[src/rtl/smac_pkg.sv]
package smac_pkg;
  // Mode controls shared by the datapath sub-blocks.
  typedef struct packed {
    logic twos;  // operands read as two's-complement
    logic sub;   // subtract the product instead of adding
  } smac_mode_t;

  localparam int unsigned N_OPS = 3;  // a, b, c
  localparam int unsigned IDX_A = 0;
  localparam int unsigned IDX_B = 1;
  localparam int unsigned IDX_C = 2;
endpackage

[src/rtl/smac_extend.sv]
// Widens one operand by a single bit: sign copy in two's-complement mode,
// zero otherwise.
module smac_extend #(
  parameter int unsigned W = 8
) (
  input  logic [W-1:0]  val_i,
  input  logic          twos_i,
  output logic signed [W:0] ext_o
);
  assign ext_o = $signed({twos_i & val_i[W-1], val_i});
endmodule

[src/rtl/smac_negate.sv]
// Conditional arithmetic negation of the widened multiplicand. The extra
// bit keeps -(-2^(W-1)) and -(2^W-1) representable.
module smac_negate #(
  parameter int unsigned W = 8
) (
  input  logic signed [W:0] val_i,
  input  logic              neg_i,
  output logic signed [W:0] res_o
);
  assign res_o = neg_i ? -val_i : val_i;
endmodule

[src/rtl/smac_core.sv]
// Single signed multiply-add on the widened operands, truncated to OW bits.
module smac_core #(
  parameter int unsigned W  = 8,
  parameter int unsigned OW = 16
) (
  input  logic signed [W:0] a_i,
  input  logic signed [W:0] b_i,
  input  logic signed [W:0] c_i,
  output logic [OW-1:0]     z_o
);
  localparam int unsigned PW = 2 * (W + 1);
  localparam int unsigned SW = ((PW > OW) ? PW : OW) + 1;

  logic signed [SW-1:0] a_w, b_w, c_w, acc;

  assign a_w = $signed({{(SW-W-1){a_i[W]}}, a_i});
  assign b_w = $signed({{(SW-W-1){b_i[W]}}, b_i});
  assign c_w = $signed({{(SW-W-1){c_i[W]}}, c_i});
  assign acc = a_w * b_w + c_w;
  assign z_o = acc[OW-1:0];
endmodule

[src/rtl/smac_unit.sv]
module smac_unit #(
  parameter int unsigned W       = 8,
  parameter int unsigned OW      = 16,
  parameter bit          OUT_REG = 1'b1
) (
  input  logic          clk,
  input  logic          rst,
  input  logic [W-1:0]  op_a,
  input  logic [W-1:0]  op_b,
  input  logic [W-1:0]  op_c,
  input  logic          twos_cmp,
  input  logic          sub_prod,
  output logic [OW-1:0] z
);
  import smac_pkg::*;

  localparam int unsigned XW = OW - W;

  smac_mode_t                         mode;
  logic [N_OPS-1:0][W-1:0]            ops;
  logic signed [W:0]                  ext [N_OPS];
  logic signed [W:0]                  a_neg;
  logic [OW-1:0]                      z_comb;

  assign mode = '{twos: twos_cmp, sub: sub_prod};
  assign ops[IDX_A] = op_a;
  assign ops[IDX_B] = op_b;
  assign ops[IDX_C] = op_c;

  for (genvar i = 0; i < N_OPS; i++) begin : g_ext
    smac_extend #(.W(W)) ext_i (
      .val_i (ops[i]),
      .twos_i(mode.twos),
      .ext_o (ext[i])
    );
  end

  smac_negate #(.W(W)) neg_i (
    .val_i(ext[IDX_A]),
    .neg_i(mode.sub),
    .res_o(a_neg)
  );

  smac_core #(.W(W), .OW(OW)) core_i (
    .a_i(a_neg),
    .b_i(ext[IDX_B]),
    .c_i(ext[IDX_C]),
    .z_o(z_comb)
  );

  if (OUT_REG) begin : g_reg
    logic [OW-1:0] z_q;
    always_ff @(posedge clk) begin
      if (rst) z_q <= '0;
      else     z_q <= z_comb;
    end
    assign z = z_q;

    AST_RESET_CLEARS: assert property (@(posedge clk)
      rst |=> (z == '0));

    AST_UNSIGNED_SUM: assert property (@(posedge clk) disable iff (rst)
      (!twos_cmp && !sub_prod) |=>
        (z == $past({{XW{1'b0}}, op_a} * {{XW{1'b0}}, op_b} + {{XW{1'b0}}, op_c})));

    AST_UNSIGNED_DIFF_B1: assert property (@(posedge clk) disable iff (rst)
      (!twos_cmp && sub_prod && op_b == W'(1)) |=>
        (z == $past({{XW{1'b0}}, op_c} - {{XW{1'b0}}, op_a})));

    AST_ZERO_A_PASSES_C: assert property (@(posedge clk) disable iff (rst)
      (op_a == '0) |=>
        (z == $past(twos_cmp ? {{XW{op_c[W-1]}}, op_c} : {{XW{1'b0}}, op_c})));

    AST_NO_NEG_WRAP: assert property (@(posedge clk) disable iff (rst)
      (twos_cmp && sub_prod && op_a == {1'b1, {(W-1){1'b0}}} &&
       op_b == W'(1) && op_c == '0) |=>
        (z == OW'(1 << (W-1))));
  end else begin : g_comb
    assign z = z_comb;
  end
endmodule

[config.mk]
export PLATFORM = sky130hd
export DESIGN_NAME = smac_unit
export DESIGN_NICKNAME = d
export VERILOG_FILES = /design/src/rtl/smac_pkg.sv /design/src/rtl/smac_extend.sv /design/src/rtl/smac_negate.sv /design/src/rtl/smac_core.sv /design/src/rtl/smac_unit.sv
export SDC_FILE = /design/constraint.sdc
export NUM_CORES = 1
export LEC_CHECK = 0
export BUFFER_PORTS_ARGS = -buffer_cell sky130_fd_sc_hd__buf_2
export CORE_ASPECT_RATIO = 1.75
export CORE_MARGIN = 10
export CORE_UTILIZATION = 30
export CTS_CLUSTER_SIZE = 40
export DETAILED_ROUTE_END_ITERATION = 12
export PLACE_DENSITY = 0.48
export SKIP_LAST_GASP = 1
export SLEW_MARGIN = 40
export SYNTH_ARGS = -nofsm -noshare
export SYNTH_HDL_FRONTEND = slang
export SYNTH_SLANG_ARGS = --single-unit
[constraint.sdc]
create_clock -name clk -period 7.7 [get_ports clk]
set_input_delay 0.77 -clock clk [delete_from_list [all_inputs] [get_ports clk]]
set_output_delay 0.77 -clock clk [all_outputs]
set_load 0.05 [all_outputs]
==> Word level (Yosys, flattened, before mapping) <==
Cells that the tools add are included.
{ "word_totals": {"mem_bits_ro": 0, "inputBits": 28, "ramBits": 0, "latch_bits": 0, "word_cells": 8, "mem_count": 0, "register_bits": 16} }
{ "classes": {"bitwise_logic": 3, "mul": 1, "add_sub_neg": 2, "n_div": 0, "n_eq_ne": 0, "n_shift": 0, "reduce_logical": 0, "mux": 1, "n_lt_le_gt_ge": 0} }
{ "ops": {"columns": ["op", "n"], "rows": [
  ["adder 16 x 9 -> 16 bit", 1],
  ["multiplier 9 x 9 -> 16 bit", 1],
  ["2-to-1 mux 9 bit", 1],
  ["negation 9 bit", 1],
  ["bitwise AND 1 bit", 3]
]} }

==> Longest topological paths before layout <==
Gate-level depths: netlist of run 1.
{ "depth": {"word_depth": 5, "mapped_depth": 25, "ltp_nobuf": 24} }

==> Cells and area by module <==
From an unflattened synthesis of run 1, not the netlist that was laid out.
{ "hier_totals": {"cells_unflattened": 476, "area_unflattened_um2": 4206.5} }
{ "modules_own_cells": {"columns": ["module", "instances", "cells_per_inst", "area_each_um2"], "rows": [
  ["smac_core", 1, 390, 3362.0],
  ["smac_unit", 1, 33, 464.2],
  ["smac_extend", 3, 9, 66.3],
  ["smac_negate", 1, 26, 181.4]
]} }

==> Least setup slack after synthesis of run 1 <==
No wires, ideal clock.
{ "synth_path": {"kind": "input-to-reg", "startpoint": "in op_a[0]", "endpoint": "reg g_reg.z_q[15] (netlist: z[15])", "cell_stages": 23, "arrival_time_ps": 7090, "setup_slack_ps": 489, "cell_sequence": "clkbuf_1 inv_1 ha_1 or3b_2 nor3_1 nor3_1 nand2_1 fa_1 inv_1 fa_1 fa_1 fa_1 inv_1 fa_1 inv_1 ha_1 or4_1 a311o_1 a41oi_2 o21ai_2 or4_4 and3b_1 mux2_4"} }
{ "synth_between": {"elab_chain_cells": 4} }
{ "synth_rtl": {"columns": ["item", "line_no", "source"], "rows": [
  ["from (decl)", "smac_unit.sv:8", "input logic [W-1:0] op_a,"],
  ["negation 9 bit", "smac_negate.sv:10", "assign res_o = neg_i ? -val_i : val_i;"],
  ["2-to-1 mux 9 bit (*)", "smac_negate.sv:10", null],
  ["multiplier 9 x 9 -> 16 bit (*)", "smac_core.sv:19", "assign acc = a_w * b_w + c_w;"],
  ["adder 16 x 9 -> 16 bit (*)", "smac_core.sv:19", null],
  ["to (signal assigned)", "smac_unit.sv:55", "else z_q <= z_comb;"],
  ["to (decl)", "smac_unit.sv:52", "logic [OW-1:0] z_q;"]
]} }
Mark *: on every way between the ends. The rest lies on a longest branch, timed or not.
A chain may end at the register's enable or synchronous reset.

==> Worst setup path after layout of run 1 <==
Same ends and word-level chain as after synthesis.

==> results of run 1 <==
[critical path, stage by stage]
cell and delay (ns):
sky130_fd_sc_hd__buf_2 0.16, sky130_fd_sc_hd__inv_1 0.09, sky130_fd_sc_hd__ha_1 0.15, sky130_fd_sc_hd__or3b_2 0.49, sky130_fd_sc_hd__o31ai_1 0.26, sky130_fd_sc_hd__xnor2_1 0.33, sky130_fd_sc_hd__nand2_1 0.17, sky130_fd_sc_hd__fa_1 0.55
sky130_fd_sc_hd__inv_1 0.05, sky130_fd_sc_hd__fa_1 0.52, sky130_fd_sc_hd__fa_1 0.44, sky130_fd_sc_hd__fa_1 0.54, sky130_fd_sc_hd__inv_1 0.05, sky130_fd_sc_hd__fa_1 0.52, sky130_fd_sc_hd__inv_1 0.04, sky130_fd_sc_hd__ha_1 0.22
sky130_fd_sc_hd__or4_1 0.50, sky130_fd_sc_hd__a311o_1 0.33, sky130_fd_sc_hd__a41oi_2 0.25, sky130_fd_sc_hd__o21ai_2 0.08, sky130_fd_sc_hd__or4_4 0.41, sky130_fd_sc_hd__and3b_1 0.19, sky130_fd_sc_hd__mux2_4 0.25
[cell usage in the layout, fill, tap and decap left out, drive strengths merged, types with 2 or more instances in the layout]
cell type | netlist | layout
and2 | 35 | 35
nor2b | 5 | 5
nor3 | 5 | 5
or3 | 2 | 2
a21o | 5 | 5
a21oi | 12 | 12
nand2b | 2 | 2
nand2 | 43 | 43
fa | 72 | 72
clkbuf | 10 | 3
dfxtp | 16 | 16
o21ai | 9 | 9
and3 | 2 | 2
xor2 | 7 | 7
o21a | 2 | 2
o21bai | 4 | 4
o31ai | 2 | 2
or4 | 3 | 3
a21boi | 2 | 2
xnor2 | 21 | 21
buf | 0 | 46
ha | 47 | 47
inv | 99 | 99
nor2 | 21 | 21
[final cells by class]
class / count / area, sq um / share of cell area, %
inverter: 99 / 371.6 / 8.452
clock buffer: 3 / 75.07 / 1.707
multi-input combinational: 311 / 3178 / 72.28
timing repair buffer: 46 / 237.7 / 5.407
tap: 171 / 214.0 / 4.866
sequential: 16 / 320.3 / 7.285
[worst max path at each step]
stage / endpoint / slack, ns
finish: z[15] / 0.45
global route: z[15] / 0.07
CTS: z[15] / 0.43
detailed placement: z[15] / 0.16
global placement: z[15] / 0.31
floorplan: z[15] / 0.49
[per-layer routing]
layer  up-vias  wire length, microns  global-route usage [%]
li1       1397                     -                       -
met1      1416                  3128                   10.21
met2        46                  5219                   21.57
met3        16                   285                   1.243
met4         0                   302                   4.021
met5         -                     0                       0
[cells by family (layout without fill, tap and decap cells)]
group                    after synthesis  in the layout  synth area share, %
XOR/XNOR                              28             28                6.276
buffers and inverters                109            148                10.47
AO/OA/AOI/OAI                         40             40                6.788
flip-flops                            16             16                8.197
adder cells (fa/ha/maj)              119            119                51.94
AND/OR/NAND/NOR                      123            123                15.95
multiplexers                           1              1               0.3841
[stage by stage]
stage	cell area, sq um	std cells
floorplan	3908	436
global placement	4322	643
detailed placement	4322	643
CTS	4397	646
global route	4397	646
finish	4397	646
==> results.sh, run 1 <==
export IMPL_cts_repair_timing_setup_buffer_count=0
export IMPL_mappedNetlistNets=583
export IMPL_hpwlAfterDp_microns=8217
export IMPL_cts_htree_levels=1
export IMPL_cts_buffers_inserted=3
export IMPL_timing_max_cap_violations=0
export IMPL_finalCoreUtilization_pct=34.17
export IMPL_syn_mean_instance_area_sq_um=8.962
export IMPL_ys_seq_area_share_pct=8.197
export IMPL_num_antenna_cells=0
export IMPL_num_vias=2875
export IMPL_hold_path_sink="z[0]"
export IMPL_drtAntennaViolNets=0
export IMPL_first_global_vias=3386
export IMPL_arrival_ns=7.37
export IMPL_number_of_ports_placed_on_the_die_boundary=44
export IMPL_die_area_sq_um=18170
export IMPL_preCtsSetupSlack_ns=0.1630
export IMPL_post_synth_num_cell_types=39
export IMPL_largest_register_ff_count=16
export IMPL_io_buffer_count=43
export IMPL_grt_first_pass_wirelength_microns=15750
export IMPL_yosys_area_top_type_share_pct=36.89
export IMPL_grt_overflow=0
export IMPL_die_w_microns=106.3
export IMPL_nNetsFinal=624
export IMPL_drt_pass1_iter_count=4
export IMPL_globalplace_congestion=0.8501
export IMPL_max_slew_margin_rel_pct=46.57
export IMPL_grt_antenna_before_repair=0
export IMPL_timing_setup_tns_ns=0
export IMPL_category_of_the_worst_setup_path_launch_point="input pin"
export IMPL_synth_area_leaders="sky130_fd_sc_hd__fa_1 37%, sky130_fd_sc_hd__ha_1 15%, sky130_fd_sc_hd__inv_1 9.5%, sky130_fd_sc_hd__dfxtp_1 8.2%, sky130_fd_sc_hd__and2_1 5.4%"
export IMPL_area_growth_synth_to_final_pct=12.52
export IMPL_worstSetupEndpointType="register"
export IMPL_slew_viol_final=0
export IMPL_n_fill_cell=1420
export IMPL_drt_iter0_drc=84
export IMPL_drt_wirelength_per_cell_microns=13.83
export IMPL_synth_seq_cells=16
export IMPL_worst_pin_slew_ns=0.7957
export IMPL_hold_class="in2reg"
export IMPL_grt_setup_unrepaired="no"
export IMPL_postCtsResizedCells=0
export IMPL_setup_violations_final=0
export IMPL_synth_edf_count=0
export IMPL_synthFlopType="sky130_fd_sc_hd__dfxtp_1"
export IMPL_clk_transition_reported_paths_ns=0.04
export IMPL_finalCritPeriodShare_pct=94.12
export IMPL_synthMostInstantiatedCell="sky130_fd_sc_hd__inv_1"
export IMPL_synth_warning_count=0
export IMPL_ctsHoldBuffers=0
export IMPL_syn_cell_area_sq_um=3907
export IMPL_core_area_sq_um=12870
export IMPL_holdCritStartpoint="op_c[0]"
export IMPL_effective_utilization_at_floorplan_pct=30.36
export IMPL_groute_usage_overall_pct=10.55
export IMPL_synth_async_sr_flop_share_pct=0
export IMPL_report_final_hold_viol_count=0
export IMPL_tritoncts_num_sinks=16
export IMPL_rows=55
export IMPL_drc=0
export IMPL_layout_drive_gt1_share_pct=12.42
export IMPL_postRouteWirelength_microns=8936
export IMPL_tritoncts_clock_tree="built"
export IMPL_post_synth_top_area_cell="sky130_fd_sc_hd__fa_1"
export IMPL_hold_worst_slack_ns=0.8820
export IMPL_critical_path_peak_fanout=11
export IMPL_worstSetupStartpoint="op_a[0]"
export IMPL_avgViaCountPerCell=4.450
export IMPL_worstSetupPathType="in2reg"
export IMPL_grt_max_degree=18
export IMPL_setup_ws_ns=0.4529
export IMPL_run_status="finished, final reports clean"
export IMPL_max_clock_path_buffers=2
export IMPL_cts_root_buffer_cell="sky130_fd_sc_hd__clkbuf_16"
export IMPL_maximum_operating_frequency_mhz=138.0
export IMPL_fin_crit_ns=7.247
export IMPL_hold_path_cell_count=3
export IMPL_die_height_microns=171.0
export IMPL_synth_cells=436
export IMPL_ys_top_cells_by_count="99 x sky130_fd_sc_hd__inv_1, 72 x sky130_fd_sc_hd__fa_1, 47 x sky130_fd_sc_hd__ha_1, 43 x sky130_fd_sc_hd__nand2_1, 34 x sky130_fd_sc_hd__and2_1"
export IMPL_worst_ep_required_time_ns=7.83
Power of run 1 is not shown: default switching activity piles up to over one toggle a cycle in this logic, so the estimate is an artifact.
==> run 2, diff against run 1 <==
--- a/config.mk
+++ b/config.mk
@@ -8,10 +8,10 @@
 export BUFFER_PORTS_ARGS = -buffer_cell sky130_fd_sc_hd__buf_2
 export CORE_ASPECT_RATIO = 1.75
 export CORE_MARGIN = 10
-export CORE_UTILIZATION = 30
+export CORE_UTILIZATION = 55
 export CTS_CLUSTER_SIZE = 40
 export DETAILED_ROUTE_END_ITERATION = 12
-export PLACE_DENSITY = 0.48
+export PLACE_DENSITY = 0.79
 export SKIP_LAST_GASP = 1
 export SLEW_MARGIN = 40
 export SYNTH_ARGS = -nofsm -noshare
==> constraint.sdc (replaced) <==
create_clock -name clk -period 7.7 [get_ports clk]
set_input_delay 1.54 -clock clk [delete_from_list [all_inputs] [get_ports clk]]
set_output_delay 1.54 -clock clk [all_outputs]
set_load 0.05 [all_outputs]
==> run 2 against run 1 <==
Against the previous run:
- non-clock buffer count rose by 26
- sequential cell count unchanged
- via count is 6.9% higher
- first-iteration DRC count is 1.2% higher
- design area is 3.3% higher
- highest routed layer unchanged
==> results.sh, run 2 (same netlist as run 1, synthesis figures left out) <==
export IMPL_critical_path_peak_fanout=4
export IMPL_path_common_cell="sky130_fd_sc_hd__fa_1"
export IMPL_cp_num_buf_inv=5
export IMPL_grt_met3_usage_pct=1.980
export IMPL_num_antenna_cells=0
export IMPL_n_fill_cell=569
export IMPL_first_global_vias=3602
export IMPL_category_of_the_worst_setup_path_launch_point="input pin"
export IMPL_max_clock_path_buffers=2
export IMPL_clk_transition_reported_paths_ns=0.05
export IMPL_drt_pass1_iter_count=6
export IMPL_core_area_sq_um=6907
export IMPL_grt_busiest_layer="met2"
export IMPL_largest_register_ff_count=16
export IMPL_io_buffer_count=43
export IMPL_m2_gr_usage_pct=33.84
export IMPL_worst_ep_required_time_ns=7.83
export IMPL_slowest_delay_ns=0.55
export IMPL_hpwlAfterDp_microns=7645
export IMPL_drt_wirelength_per_cell_microns=14.48
export IMPL_worstSetupStartpoint="op_a[0]"
export IMPL_grt_first_pass_wirelength_microns=15310
export IMPL_timing_max_cap_violations=0
export IMPL_drt_iter0_drc=85
export IMPL_maximum_operating_frequency_mhz=133.4
export IMPL_tritoncts_clock_tree="built"
export IMPL_layout_drive_gt1_share_pct=18.73
export IMPL_arrival_ns=7.63
export IMPL_slew_viol_final=0
export IMPL_finalCritPeriodShare_pct=97.37
export IMPL_cts_htree_levels=1
export IMPL_holdCritStartpoint="rst"
export IMPL_setup_violations_final=0
export IMPL_effective_utilization_at_floorplan_pct=56.58
export IMPL_rows=40
export IMPL_drtAntennaViolNets=0
export IMPL_worstSetupPathType="in2reg"
export IMPL_hold_class="in2reg"
export IMPL_cts_buffers_inserted=3
export IMPL_postRouteWirelength_microns=8484
export IMPL_setup_ws_ns=0.2025
export IMPL_worst_pin_slew_ns=0.4677
export IMPL_avgViaCountPerCell=5.244
export IMPL_fin_crit_ns=7.498
export IMPL_grt_antenna_before_repair=0
export IMPL_leading_cell_types_in_the_layout_fill_and_taps_excluded="98 x sky130_fd_sc_hd__inv_1, 72 x sky130_fd_sc_hd__fa_1, 46 x sky130_fd_sc_hd__ha_1, 43 x sky130_fd_sc_hd__buf_2, 42 x sky130_fd_sc_hd__nand2_1"
export IMPL_report_final_hold_viol_count=0
export IMPL_crit_family="adder cells"
export IMPL_max_slew_margin_rel_pct=68.82
export IMPL_grt_setup_unrepaired="no"
export IMPL_num_vias=3073
export IMPL_gr_usage_met1_pct=14.04
export IMPL_die_w_microns=83.72
export IMPL_tritoncts_num_sinks=16
export IMPL_crit_path_cell_trace="buf_2, inv_2, ha_1, or3b_4, o31ai_4, xnor2_2, nand2_1, fa_1, inv_1, fa_1, fa_1, fa_1, inv_1, fa_1, inv_1, ha_2, or4_1, a311o_1, a41oi_2, o21ai_2, or4_4, and3b_1, mux2_4"
export IMPL_worstSetupEndpointType="register"
export IMPL_run_status="finished, final reports clean"
export IMPL_crit_slowest_cell="sky130_fd_sc_hd__fa_1"
export IMPL_area_growth_synth_to_final_pct=16.23
export IMPL_grt_overflow=0
export IMPL_ctsHoldBuffers=0
export IMPL_cts_root_buffer_cell="sky130_fd_sc_hd__clkbuf_16"
export IMPL_preCtsSetupSlack_ns=-0.1411
export IMPL_grt_max_degree=18
export IMPL_die_height_microns=131.5
export IMPL_number_of_ports_placed_on_the_die_boundary=44
export IMPL_globalplace_congestion=0.9063
export IMPL_die_area_sq_um=11010
export IMPL_layout_cells_most_common="sky130_fd_sc_hd__inv_1"
export IMPL_drc=0
export IMPL_nNetsFinal=650
export IMPL_groute_usage_overall_pct=16.38
==> run 2: layout make-up <==
type                    count  area (sq um)  area share (%)
flip-flops and latches     16         320.3           7.052
repair buffers             72         432.9           9.532
clock buffers               4         88.84           1.956
multi-input cells         311          3223           70.96
inverters                  99         371.6           8.182
well taps                  84         105.1           2.314
==> run 2: through the flow <==
step	utilization (%)	hold slack [ns]	TNS, ns	instances	area, sq um
2_1_floorplan	-	1.612	0	436	3945
3_3_place_gp	63.99	1.895	-0.01229	579	4419
3_5_place_dp	63.99	1.898	-0.1411	579	4419
4_1_cts	65.27	1.646	0	583	4508
5_1_grt	65.76	1.686	0	586	4542
6_report	65.76	1.645	0	586	4542
==> run 2: final timing paths <==
path	endpoint	slack, ns	depth (start not counted)
setup / recovery	z[15]	0.20	23
hold / removal	z[4]	1.64	2
==> run 2: layer usage <==
metal / up-vias / wire length, microns
li1: 1456 / -
met1: 1513 / 2683
met2: 71 / 5107
met3: 33 / 266
met4: 0 / 425
met5: - / 0
==> run 2: timing repair <==
action / CTS / global route
setup endpoints to repair: 0 / 1
gates resized for setup: 0 / 3
setup buffers: 0 / 3
Power of run 2 is left out for the same reason.
